## src/rtl/dcs_pkg.sv

```systemverilog
package dcs_pkg;
    localparam int CFG_AW   = 8;
    localparam int DATA_W   = 32;
    localparam int PA_W     = 36;
    localparam int MAX_WIN  = 4;
    localparam int PACK_WIN = 2;
    localparam int IDX_W    = $clog2(MAX_WIN);
    localparam int CSN_W    = 3;
    localparam int NCS      = 1 << CSN_W;
    localparam int ATTR_W   = 5;
    localparam int CNT_W    = $clog2(MAX_WIN + 1);
    localparam int LIST_W   = MAX_WIN * IDX_W;

    localparam logic [DATA_W-1:0] SPLIT_BASE_MASK = 32'hFF00_000F;
    localparam logic [DATA_W-1:0] SPLIT_SIZE_MASK = 32'hFF00_001D;
    localparam logic [DATA_W-1:0] PACK_MAP_MASK   = 32'hFF8F_0001;

    typedef struct packed {
        logic             en;
        logic             usable;
        logic [PA_W-1:0]  base;
        logic [PA_W:0]    lim;
        logic [CSN_W-1:0] csn;
    } win_t;

    function automatic win_t split_decode(logic [DATA_W-1:0] b, logic [DATA_W-1:0] s);
        win_t          w;
        logic [PA_W:0] span;
        w.en     = s[0];
        w.base   = {b[3:0], b[31:24], 24'h0};
        span     = {5'h0, s[31:24], 24'hFF_FFFF} + 37'd1;
        w.lim    = {1'b0, w.base} + span;
        w.csn    = s[4:2];
        w.usable = s[0] && (b[3:0] == 4'h0);
        return w;
    endfunction

    function automatic win_t packed_decode(logic [DATA_W-1:0] m, logic [IDX_W-1:0] idx);
        win_t w;
        w.en     = m[0];
        w.base   = {4'h0, m[31:23], 23'h0};
        w.lim    = {1'b0, w.base} + (37'd1 << ({1'b0, m[19:16]} + 5'd16));
        w.csn    = CSN_W'(idx);
        w.usable = m[0];
        return w;
    endfunction

    function automatic logic [ATTR_W-1:0] win_attr(int idx, logic coh);
        logic [3:0] nib;
        nib      = 4'hF;
        nib[idx] = 1'b0;
        return {coh, nib};
    endfunction

    function automatic logic [NCS-1:0] cs_onehot(logic [CSN_W-1:0] csn);
        logic [NCS-1:0] v;
        v      = '0;
        v[csn] = 1'b1;
        return v;
    endfunction
endpackage

```

## src/rtl/dcs_regs.sv

```systemverilog
module dcs_regs
    import dcs_pkg::*;
#(
    parameter bit PACKED = 1'b0
) (
    input  logic                        clk,
    input  logic                        rst,
    input  logic                        we,
    input  logic [CFG_AW-1:0]           addr,
    input  logic [DATA_W-1:0]           wdata,
    output logic [DATA_W-1:0]           rdata,
    output win_t [MAX_WIN-1:0]          wins
);
    if (PACKED) begin : g_pack
        logic [DATA_W-1:0] map_q [PACK_WIN];

        always_ff @(posedge clk) begin
            if (rst) begin
                for (int n = 0; n < PACK_WIN; n++) map_q[n] <= '0;
            end else if (we) begin
                for (int n = 0; n < PACK_WIN; n++)
                    if (addr == CFG_AW'(16 * n)) map_q[n] <= wdata & PACK_MAP_MASK;
            end
        end

        always_comb begin
            rdata = '0;
            for (int n = 0; n < PACK_WIN; n++)
                if (addr == CFG_AW'(16 * n)) rdata = map_q[n];
        end

        for (genvar i = 0; i < MAX_WIN; i++) begin : g_win
            if (i < PACK_WIN) begin : g_live
                assign wins[i] = packed_decode(map_q[i], IDX_W'(i));
            end else begin : g_off
                assign wins[i] = '0;
            end
        end
    end else begin : g_split
        logic [DATA_W-1:0] base_q [MAX_WIN];
        logic [DATA_W-1:0] size_q [MAX_WIN];

        always_ff @(posedge clk) begin
            if (rst) begin
                for (int n = 0; n < MAX_WIN; n++) begin
                    base_q[n] <= '0;
                    size_q[n] <= '0;
                end
            end else if (we) begin
                for (int n = 0; n < MAX_WIN; n++) begin
                    if (addr == CFG_AW'(8 * n))     base_q[n] <= wdata & SPLIT_BASE_MASK;
                    if (addr == CFG_AW'(8 * n + 4)) size_q[n] <= wdata & SPLIT_SIZE_MASK;
                end
            end
        end

        always_comb begin
            rdata = '0;
            for (int n = 0; n < MAX_WIN; n++) begin
                if (addr == CFG_AW'(8 * n))     rdata = base_q[n];
                if (addr == CFG_AW'(8 * n + 4)) rdata = size_q[n];
            end
        end

        for (genvar i = 0; i < MAX_WIN; i++) begin : g_win
            assign wins[i] = split_decode(base_q[i], size_q[i]);
        end
    end
endmodule

```

## src/rtl/dcs_match.sv

```systemverilog
module dcs_match
    import dcs_pkg::*;
#(
    parameter bit PACKED = 1'b0
) (
    input  logic                clk,
    input  logic                rst,
    input  win_t [MAX_WIN-1:0]  wins,
    input  logic [PA_W-1:0]     addr,
    input  logic                coh,
    output logic                hit_q,
    output logic [NCS-1:0]      cs_q,
    output logic [ATTR_W-1:0]   attr_q
);
    logic [MAX_WIN-1:0] in_win;
    logic               hit_c;
    logic [NCS-1:0]     cs_c;
    logic [ATTR_W-1:0]  attr_c;

    for (genvar i = 0; i < MAX_WIN; i++) begin : g_cmp
        assign in_win[i] = wins[i].en && (addr >= wins[i].base) &&
                           ({1'b0, addr} < wins[i].lim);
    end

    always_comb begin
        hit_c  = 1'b0;
        cs_c   = '0;
        attr_c = '0;
        for (int i = MAX_WIN - 1; i >= 0; i--) begin
            if (in_win[i]) begin
                hit_c  = 1'b1;
                cs_c   = cs_onehot(wins[i].csn);
                attr_c = PACKED ? '0 : win_attr(i, coh);
            end
        end
    end

    always_ff @(posedge clk) begin
        if (rst) begin
            hit_q  <= 1'b0;
            cs_q   <= '0;
            attr_q <= '0;
        end else begin
            hit_q  <= hit_c;
            cs_q   <= cs_c;
            attr_q <= attr_c;
        end
    end
endmodule

```

## src/rtl/dcs_usable.sv

```systemverilog
module dcs_usable
    import dcs_pkg::*;
(
    input  win_t [MAX_WIN-1:0] wins,
    output logic [CNT_W-1:0]   cnt,
    output logic [LIST_W-1:0]  list
);
    always_comb begin
        int slot;
        slot = 0;
        list = '0;
        for (int i = 0; i < MAX_WIN; i++) begin
            if (wins[i].usable) begin
                list[slot*IDX_W +: IDX_W] = IDX_W'(i);
                slot = slot + 1;
            end
        end
        cnt = CNT_W'(slot);
    end
endmodule

```

## src/rtl/dcs_decoder.sv

```systemverilog
module dcs_decoder
    import dcs_pkg::*;
#(
    parameter bit PACKED_MODE = 1'b0
) (
    input  logic                clk,
    input  logic                rst,
    input  logic                cfg_we,
    input  logic [CFG_AW-1:0]   cfg_addr,
    input  logic [DATA_W-1:0]   cfg_wdata,
    output logic [DATA_W-1:0]   cfg_rdata,
    input  logic                coherent_en,
    input  logic [PA_W-1:0]     cpu_addr,
    output logic                dram_hit,
    output logic [NCS-1:0]      dram_cs,
    output logic [ATTR_W-1:0]   dram_attr,
    output logic [CNT_W-1:0]    usable_cnt,
    output logic [LIST_W-1:0]   usable_list
);
    win_t [MAX_WIN-1:0] wins;

    dcs_regs #(.PACKED(PACKED_MODE)) u_regs (
        .clk   (clk),
        .rst   (rst),
        .we    (cfg_we),
        .addr  (cfg_addr),
        .wdata (cfg_wdata),
        .rdata (cfg_rdata),
        .wins  (wins)
    );

    dcs_match #(.PACKED(PACKED_MODE)) u_match (
        .clk    (clk),
        .rst    (rst),
        .wins   (wins),
        .addr   (cpu_addr),
        .coh    (coherent_en),
        .hit_q  (dram_hit),
        .cs_q   (dram_cs),
        .attr_q (dram_attr)
    );

    dcs_usable u_usable (
        .wins (wins),
        .cnt  (usable_cnt),
        .list (usable_list)
    );
endmodule

```

## config.mk

```make
export PLATFORM = sky130hd
export DESIGN_NAME = dcs_decoder
export DESIGN_NICKNAME = d
export VERILOG_FILES = /design/src/rtl/dcs_pkg.sv /design/src/rtl/dcs_regs.sv /design/src/rtl/dcs_match.sv /design/src/rtl/dcs_usable.sv /design/src/rtl/dcs_decoder.sv
export SDC_FILE = /design/constraint.sdc
export NUM_CORES = 1
export LEC_CHECK = 0
export ABC_AREA = 1
export BUFFER_PORTS_ARGS = -buffer_cell sky130_fd_sc_hd__buf_4
export CORE_MARGIN = 3
export CORE_UTILIZATION = 60
export DETAILED_ROUTE_END_ITERATION = 6
export PLACE_DENSITY = 0.8
export SYNTH_ARGS = -nofsm -noshare
export SYNTH_HDL_FRONTEND = slang
export SYNTH_HIERARCHICAL = 1
export SYNTH_SLANG_ARGS = --single-unit
```

## constraint.sdc

```tcl
create_clock -name clk -period 7.1 [get_ports clk]
set_input_delay 0.71 -clock clk [delete_from_list [all_inputs] [get_ports clk]]
set_output_delay 0.71 -clock clk [all_outputs]
set_load 0.02 [all_outputs]
```

## Yosys cells after proc, flatten, opt, wreduce, memory -nomap -nowiden

Memories as Yosys holds them, arrays and structs flattened.
Cells that the tools add are included.

| operators by class | value |
|---|---|
| shift operators | 6 |
| order comparisons | 16 |
| mux-type cells | 79 |
| reduce and logical (&&, ||, !) cells | 22 |
| bitwise gates (word level) | 9 |
| eq/ne operators | 7 |
| add/subtract/negate cells | 14 |

Operators with widths:

| cell | number |
|---|---|
| 2-to-1 mux 32 bit | 8 |
| adder 36 x 37 -> 37 bit | 4 |
| < comparator 36 x 37 -> 1 bit | 4 |
| greater-or-equal comparator 36 bit | 4 |
| adder 32 x 1 -> 33 bit, second input constant | 4 |
| variable shift 2 x 33 -> 8 bit, first input constant | 3 |
| indexed part select 2 x 33 -> 8 bit, first input constant | 3 |
| 2-to-1 mux 12 bit | 8 |
| negation 32 -> 33 bit | 2 |
| 2-to-1 mux 8 bit | 7 |
| 2-to-1 mux 1 bit | 43 |
| negation 2 -> 33 bit | 1 |
| equality test 8 x 5 -> 1 bit, second input constant | 4 |
| 2-to-1 mux 31 bit | 1 |
| 2-to-1 mux 5 bit | 4 |
| bitwise mux 8 bit | 2 |
| equality test 8 x 4 -> 1 bit, second input constant | 2 |
| logical AND 1 bit | 16 |
| zero test 4 bit | 4 |
| < comparator 3 x 4 -> 1 bit, second input constant | 4 |
| demux 1 bit (select 3 bit) | 4 |
| greater-or-equal comparator 3 x 1 -> 1 bit, second input constant | 4 |
| bitwise AND 8 bit | 1 |
| equality test 8 x 3 -> 1 bit, second input constant | 1 |
| 8 further kinds | 15 |

| word-level totals | value |
|---|---|
| bits in writable memories | 96 |
| bits in registers | 14 |
| logic and storage cells | 159 |
| memories kept | 2 |
| input port bits | 80 |

Memory list:

| name | words | width | rd ports | clocked after Yosys merged registers in | write ports | RTL line | RTL |
|---|---|---|---|---|---|---|---|
| u_regs.g_split.base_q | 4 | 12 | 4 | 0 | 4 | dcs_regs.sv:40 | `logic [DATA_W-1:0] base_q [MAX_WIN];` |
| u_regs.g_split.size_q | 4 | 12 | 4 | 0 | 4 | dcs_regs.sv:41 | `logic [DATA_W-1:0] size_q [MAX_WIN];` |

## Longest topological paths before layout

Gate-level depths: netlist of the first run.
An unclocked memory read counts as a cell.

| logic depth | value |
|---|---|
| depth in word-level cells | 12 |
| depth in mapped cells | 25 |
| depth with buffers taken out | 24 |

## Cells and area by module

The synthesis of the first run kept the hierarchy.

By module, submodules not included:

| module | area an instance (um2) | cells each | instances | sequential area each (um2) |
|---|---|---|---|---|
| dcs_match | 8,673.3 | 1,412 | 1 | 280.3 |
| dcs_regs | 7,971.4 | 989 | 1 | 2,882.8 |
| dcs_usable | 311.5 | 56 | 1 | 0.0 |

## Worst setup path before layout of the first run

OpenSTA, ideal clock, no wires.

| timing | value |
|---|---|
| path type | register to output |
| start | memory u_regs/g_split.base_q[0][0] in the netlist's numbering |
| end | output usable_list[7] |
| slack | 3.533 ns |
| arrival time | 2.857 ns |
| cell stages (with the launch flop) | 11 |
| required time | 6.390 ns |
| cells stage by stage | edfxtp_1 > or2_2 > nor4_1 > inv_1 > ha_1 > inv_1 > nor2_1 > inv_1 > ha_1 > nand2_1 > o21ai_0 |

RTL lines:

| item | RTL line | RTL |
|---|---|---|
| start, declared | dcs_regs.sv:40 |  |
| end, declared | dcs_decoder.sv:18 | `output logic [LIST_W-1:0] usable_list` |

==> flow_summary_export.csv, run 1 <==
group,metric,value,unit
hold_path,hold-path-endpoint,"u_match/attr_q[1]",
global_route,grt_most_used_layer,"met2",
setup_path,worst_ep_required_time,6.39,ns
power_and_ir_drop,sequentialPowerShare,37.0,%
layout,ant_cells,0,
floorplanning,core,0.0273,mm²
global_route,grt.met3_usage,3.52,%
run,drv.max_cap_violation_count,0,
sta,grt_setup_unrepaired,"no",
layout,finish.net_count,2940,
power_and_ir_drop,power_per_cell_area,121,mW/mm²
setup_path,register_to_register_path_depth,19,
power_and_ir_drop,p_comb_share,39.7,%
hold_path,hold_depth,2,
setup_path,timing.critical_path.slowest_cell_delay,0.85,ns
layout,area.growth.synth_to_final,2.77,%
floorplanning,dieWidth,174,µm
status,result_of_the_run,"finished with violations",
setup_path,crit_arrival,3.72,ns
floorplanning,die_y,174,µm
setup_path,crit_path_end_kind,"primary output",
clock_network,clk_root_buffer_cell,"sky130_fd_sc_hd__clkbuf_16",
clock_network,tritoncts.num_buffers,9,
power_and_ir_drop,power.ir.vdd_worst,0.116,mV
power_and_ir_drop,p_sw_share,38.5,%
setup_path,cp-start-kind,"register",
route,viasPerCell,5.13,
synthesis,synth_seq_cells,110,
sta,hold_viol_final,0,
synthesis,synth-seq-area-share,18.7,%
power_and_ir_drop,p_leak,0.00914,µW
clock_network,ctsHtreeMaxLevel,3,
layout,mostFrequentLayoutCells,"sky130_fd_sc_hd__nand2_1, sky130_fd_sc_hd__inv_1, sky130_fd_sc_hd__ha_1, sky130_fd_sc_hd__nor2_1, sky130_fd_sc_hd__conb_1",
hold_path,min_from,"rst",
floorplanning,floorplan.initialDensity,62.1,%
setup_path,worst-r2r-setup-slack,2.97,ns
place,io_buffers,98,
global_route,first_global_vias,14200,
route,totalWireLength,43700,µm
route,routed_wire_length_per_instance,15.0,µm
setup_path,cell_by_cell_trace_of_the_critical_path,"or2_2, nor4_1, inv_1, ha_1, inv_1, nor2_1, inv_1, ha_1, nor2_1, nand4_1, nand2_1, buf_4",
sta,final.hold.worst_slack,0.542,ns
setup_path,setup.worst_path.start,"u_regs/g_split.base_q[0][0]",
power_and_ir_drop,cellInternalPower,1290,µW
route,dr_total_vias,14900,
setup_path,worst_path_most_repeated_cell,"sky130_fd_sc_hd__inv_1",
setup_path,timing.rr.start,"u_regs/g_split.base_q[3][4]",
clock_network,clkSinkCount,110,
place,hpwlAfterDp,35300,µm
power_and_ir_drop,clkPwrFrac,23.2,%
sta,worst_slew_pin_slew,1.15,ns
global_route,global_route.usage.total,28.4,%
clock_network,hold_buffer_count_at_cts,0,
setup_path,worstPathMaxFanout,7,
floorplanning,standard_cell_row_count,60,
status,failed_checks,"design-rule violations",
synthesis,post_synth_instance_area,0.0170,mm²
setup_path,crit-reg2reg-capture,"u_match/attr_q[4]",
sta,tightest_slew_margin_relative_to_the_limit,22.4,%
route,tritonroute_pass_1_iters,7,
clock_network,tritoncts_clock_tree,"done",
sta,clock_skew,0.00683,ns
setup_path,critPathKind,"register to primary output",
setup_path,worst_path_max_delay_cell,"sky130_fd_sc_hd__nor4_1",
global_route,gr-usage-met1,33.1,%
clock_network,clock_insertion_delay_at_the_later_pin_of_the_skew_report,0.36,ns
synthesis,synth_enable_flop_cells,96,
clock_network,post_cts_resize_count,0,
power_and_ir_drop,switching_power,810,µW
synthesis,avgSynthCellArea,6.90,µm²
layout,fillCellCount,2544,
sta,period_needed,4.43,ns
synthesis,synthesis.yosys.warnings,6,
hold_path,hp-class,"primary input to register",
sta,max_frequency,0.226,GHz
clock_network,postCtsSetupRepairBufs,0,
place,gp_routability_congestion,0.976,
sta,setup_viol_count_final,0,
route,detail-route-antenna-nets,0,
global_route,grt.met2_usage,50.6,%
sta,layout_worst_path_cycle_share,62.3,%
synthesis,async_flop_share,0,%
synthesis,synthCells,2457,
global_route,grt_pass1_wl,69000,µm
layout,multi_input_comb_area,0.0109,mm²
synthesis,synth-main-ff-cell,"sky130_fd_sc_hd__edfxtp_1",
sta,final_max_slew_viol_count,0,
sta,setup_tns,0,ns
global_route,number_of_antenna_violations_at_the_first_check_in_global_routing,0,
place,placement_cell_area,0.0171,mm²
floorplanning,die_area,0.0303,mm²
global_route,grt_overflow_total,0,
layout,finished_cell_area,0.0174,mm²
layout,mostFrequentLayoutCell,"sky130_fd_sc_hd__nand2_1",
global_route,grt_start_max_net_pins,24,
layout,layout.area.seq,0.00316,mm²
clock_network,cts.reportedPaths.clkPinSlew,0.08,ns
layout,share_of_layout_cells_above_drive_strength_1,7.06,%
clock_network,clockBufferDepth,2,
route,detail_route.drc_violations,1,
synthesis,yosys.cell_types.count,52,
floorplanning,boundaryPins,137,
route,initialDrtViolationCount,991,
-- through the flow --
step | utilization, % | cells | total power (µW) | worst slack (ns)
floorplan | - | 2667 | 1450 | 3.53
global placement | 62.8 | 2893 | 1570 | 3.08
detailed placement | 62.8 | 2893 | 1610 | 3.08
CTS | 63.8 | 2909 | 2090 | 2.70
global route | 63.8 | 2909 | 2260 | 2.33
finish | 63.8 | 2909 | 2100 | 2.67
-- final cells by class --
| cell class | instances | share of cell area [%] |
|---|---|---|
| flip-flops and latches | 110 | 18.2 |
| inverters | 482 | 10.4 |
| clock inverters | 7 | 0.309 |
| clock buffers | 9 | 1.29 |
| well taps | 372 | 2.67 |
| repair buffers | 105 | 4.52 |
| multi-input cells | 1824 | 62.7 |
-- power groups by stage --
stage,Combinational (µW),Clock [µW],Sequential [µW]
after floorplan,668,0,783
after global placement,780,0,790
after detailed placement,819,0,791
after CTS,825,490,777
after global routing,964,512,782
final,835,489,779
-- synth_stat cells (10+ instances only) --
cell                       instances  share of area (%)
sky130_fd_sc_hd__a21oi_1         152                4.5
sky130_fd_sc_hd__a21oi_2          10               0.52
sky130_fd_sc_hd__buf_2            12               0.35
sky130_fd_sc_hd__buf_4           231                 10
sky130_fd_sc_hd__dfxtp_1          14                1.7
sky130_fd_sc_hd__edfxtp_1         96                 17
sky130_fd_sc_hd__ha_1            323                 24
sky130_fd_sc_hd__inv_1           473                 10
sky130_fd_sc_hd__nand2_1         510                 11
sky130_fd_sc_hd__nand3_1         104                3.1
sky130_fd_sc_hd__nand4_1          55                2.0
sky130_fd_sc_hd__nor2_1          252                5.6
sky130_fd_sc_hd__o21a_1           12               0.53
sky130_fd_sc_hd__o21ai_0          60                1.8
sky130_fd_sc_hd__xor2_1           29                1.5
-- routing by layer --
layer,vias to the layer above,wire length [µm]
met3,132,2690
met5,-,0
met2,532,21100
met1,6681,17300
li1,7571,-
met4,0,2530
-- sequential cells by signal, indices dropped and copies added, names as in the netlist --
register	flops
u_match/attr_q	5
u_match/cs_q	8
u_match/hit_q	1
u_regs/g_split.base_q	48
u_regs/g_split.size_q	48
-- cell families (layout without fill, tap and decap cells) --
family                     count (synthesis)  in the layout  share of synthesized area (%)
and+or+nand+nor                          983            983                           24.8
buffers and inverters                    733            603                           21.6
adders and majority gates                328            328                           24.4
AOI/OAI and AO/OA                        265            265                           8.59
DFF                                      110            110                           18.7
xor gates and xnor gates                  37             37                           1.91
other                                      1            211                         0.0221
-- worst max-delay path: cells and delay by family, from the launching register on --
kind,cells,cell delay (ns)
DFF,1,0.50
adders and majority gates,2,0.69
and+or+nand+nor,6,1.68
buffers and inverters,4,0.49
-- worst max path at each step --
stage | end | slack, ns | cells past startpoint
floorplan | usable_list[7] | 3.53 | 10
global placement | u_match/attr_q[4] | 3.08 | 19
detailed placement | u_match/attr_q[4] | 3.08 | 19
CTS | usable_list[1] | 2.70 | 12
global route | usable_list[1] | 2.33 | 12
finish | usable_list[1] | 2.67 | 12
Note: power is estimated with default switching activity, not from simulation.
==> run 2, diff against run 1 <==
Clock period 7.1 ns to 4.55 ns, I/O delays scaled along.
==> flow_summary_export.csv, run 2 (synthesis results as in run 1) <==
group,metric,value,unit
route,initialDrtViolationCount,911,
setup_path,cp-start-kind,"register",
layout,reg.largest.list,"u_regs/g_split.base_q x48, u_regs/g_split.size_q x48, u_match/cs_q x8",
global_route,grt_pass1_wl,67800,µm
route,tritonroute_pass_1_iters,6,
clock_network,tritoncts_clock_tree,"done",
setup_path,worst_setup_path_endpoint,"u_match/attr_q[4]",
place,dp_slack,0.451,ns
route,detail_route.drc_violations,0,
floorplanning,floorplan.initialDensity,62.1,%
clock_network,post_cts_resize_count,0,
setup_path,timing.rr.start,"u_regs/g_split.base_q[3][4]",
sta,worst_slew_pin_slew,1.17,ns
clock_network,ctsHtreeMaxLevel,3,
layout,mostFrequentLayoutCells,"sky130_fd_sc_hd__nand2_1, sky130_fd_sc_hd__inv_1, sky130_fd_sc_hd__ha_1, sky130_fd_sc_hd__nor2_1, sky130_fd_sc_hd__conb_1",
route,totalWireLength,42200,µm
clock_network,hold_buffer_count_at_cts,0,
layout,finish.net_count,2942,
setup_path,crit-reg2reg-capture,"u_match/attr_q[4]",
setup_path,crit_path_end_kind,"register",
sta,final_max_slew_viol_count,0,
place,hpwlAfterDp,34800,µm
clock_network,tritoncts.num_buffers,9,
setup_path,critPathKind,"register to register",
place,io_buffers,98,
hold_path,hp-class,"primary input to register",
sta,grt_setup_unrepaired,"no",
clock_network,clkSinkCount,110,
route,dr_total_vias,14700,
floorplanning,standard_cell_row_count,60,
global_route,grt_start_max_net_pins,24,
layout,layout.cells.non_filler,2911,
floorplanning,die_area,0.0303,mm²
route,routed_wire_length_per_instance,14.5,µm
floorplanning,dieWidth,174,µm
sta,period_needed,4.16,ns
setup_path,worst_ep_required_time,4.80,ns
setup_path,crit_arrival,4.42,ns
floorplanning,core,0.0273,mm²
global_route,grt_overflow_total,0,
layout,mostFrequentLayoutCell,"sky130_fd_sc_hd__nand2_1",
global_route,global_route.usage.total,27.6,%
sta,clock_skew,0.0116,ns
route,detail-route-antenna-nets,0,
sta,setup_tns,0,ns
layout,share_of_layout_cells_above_drive_strength_1,7.17,%
clock_network,clk_root_buffer_cell,"sky130_fd_sc_hd__clkbuf_16",
sta,max_frequency,0.240,GHz
clock_network,clock_insertion_delay_at_the_later_pin_of_the_skew_report,0.36,ns
sta,final.setup.worst_slack,0.386,ns
power_and_ir_drop,finalPower,3300,µW
floorplanning,die_y,174,µm
status,result_of_the_run,"finished clean",
sta,setup_viol_count_final,0,
power_and_ir_drop,power.ir.vdd_worst,0.157,mV
floorplanning,boundaryPins,137,
place,place.detailed.instances,2895,
power_and_ir_drop,power_per_cell_area,189,mW/mm²
sta,tightest_slew_margin_relative_to_the_limit,22.1,%
clock_network,cts.reportedPaths.clkPinSlew,0.08,ns
setup_path,worstPathMaxFanout,9,
place,gp_routability_congestion,0.959,
power_and_ir_drop,p_leak,0.00916,µW
layout,ant_cells,0,
route,viasPerCell,5.04,
run,drv.max_cap_violation_count,0,
clock_network,postCtsSetupRepairBufs,0,
setup_path,setup.worst_path.start,"u_regs/g_split.base_q[3][4]",
setup_path,worst-r2r-setup-slack,0.39,ns
global_route,first_global_vias,14100,
global_route,number_of_antenna_violations_at_the_first_check_in_global_routing,0,
layout,area.growth.synth_to_final,2.98,%
setup_path,register_to_register_path_depth,19,
clock_network,clockBufferDepth,2,
sta,hold_viol_final,0,
sta,layout_worst_path_cycle_share,91.5,%
==> run 2: worst min-delay path by stage <==
stage,start,to,slack [ns],cells past startpoint
final,rst,u_match/attr_q[3],0.28,2
after floorplan,rst,u_match/attr_q[1],0.52,1
after global routing,rst,u_match/attr_q[3],0.28,2
after global placement,rst,u_match/attr_q[1],0.67,2
after detailed placement,rst,u_match/attr_q[1],0.66,2
after CTS,rst,u_match/attr_q[1],0.27,2
==> run 2: power breakdown <==
group,switching [µW],total (µW),internal [µW]
Combinational,807,1290,486
Clock,407,799,392
Sequential,57.0,1210,1150
==> run 2: final cells by class <==
cell class / instances / area, µm²
tap: 372 / 465
inverter: 482 / 1810
sequential: 110 / 3160
fill: 2485 / 9860
multi-input combinational: 1824 / 10900
clock buffer: 9 / 225
clock inverter: 7 / 73.8
timing repair buffer: 107 / 803
==> run 2: worst max-delay path, cell delays in order (launching register included) <==
cell and delay [ns]:
sky130_fd_sc_hd__edfxtp_1 0.35, sky130_fd_sc_hd__inv_1 0.06, sky130_fd_sc_hd__ha_1 0.23, sky130_fd_sc_hd__fa_1 0.42
sky130_fd_sc_hd__o21ai_0 0.32, sky130_fd_sc_hd__nand2_1 0.11, sky130_fd_sc_hd__nand2_1 0.16, sky130_fd_sc_hd__nand3_1 0.11
sky130_fd_sc_hd__xor2_1 0.15, sky130_fd_sc_hd__inv_1 0.06, sky130_fd_sc_hd__ha_1 0.29, sky130_fd_sc_hd__nand2_1 0.05
sky130_fd_sc_hd__nor2_1 0.23, sky130_fd_sc_hd__nand2_1 0.12, sky130_fd_sc_hd__nor4_1 0.42, sky130_fd_sc_hd__nand2_1 0.34
sky130_fd_sc_hd__nand3_1 0.24, sky130_fd_sc_hd__nand2_1 0.09, sky130_fd_sc_hd__o21ai_1 0.21, sky130_fd_sc_hd__a21boi_1 0.09
==> run 2: metrics by stage <==
step / hold slack, ns / utilization [%] / area (µm²)
floorplan: 0.524 / - / 17700
global placement: 0.670 / 62.8 / 17200
detailed placement: 0.662 / 62.8 / 17200
CTS: 0.270 / 63.9 / 17500
global route: 0.285 / 63.9 / 17500
finish: 0.278 / 63.9 / 17500
==> run 2: routing by layer <==
metal,vias up,share of wire (%),track usage [%],wire (µm)
li1,7573,-,-,-
met1,6505,40,31.7,16800
met2,477,50,51.4,21000
met3,121,5.5,2.38,2310
met4,0,4.9,13.1,2060
met5,-,0,0,0
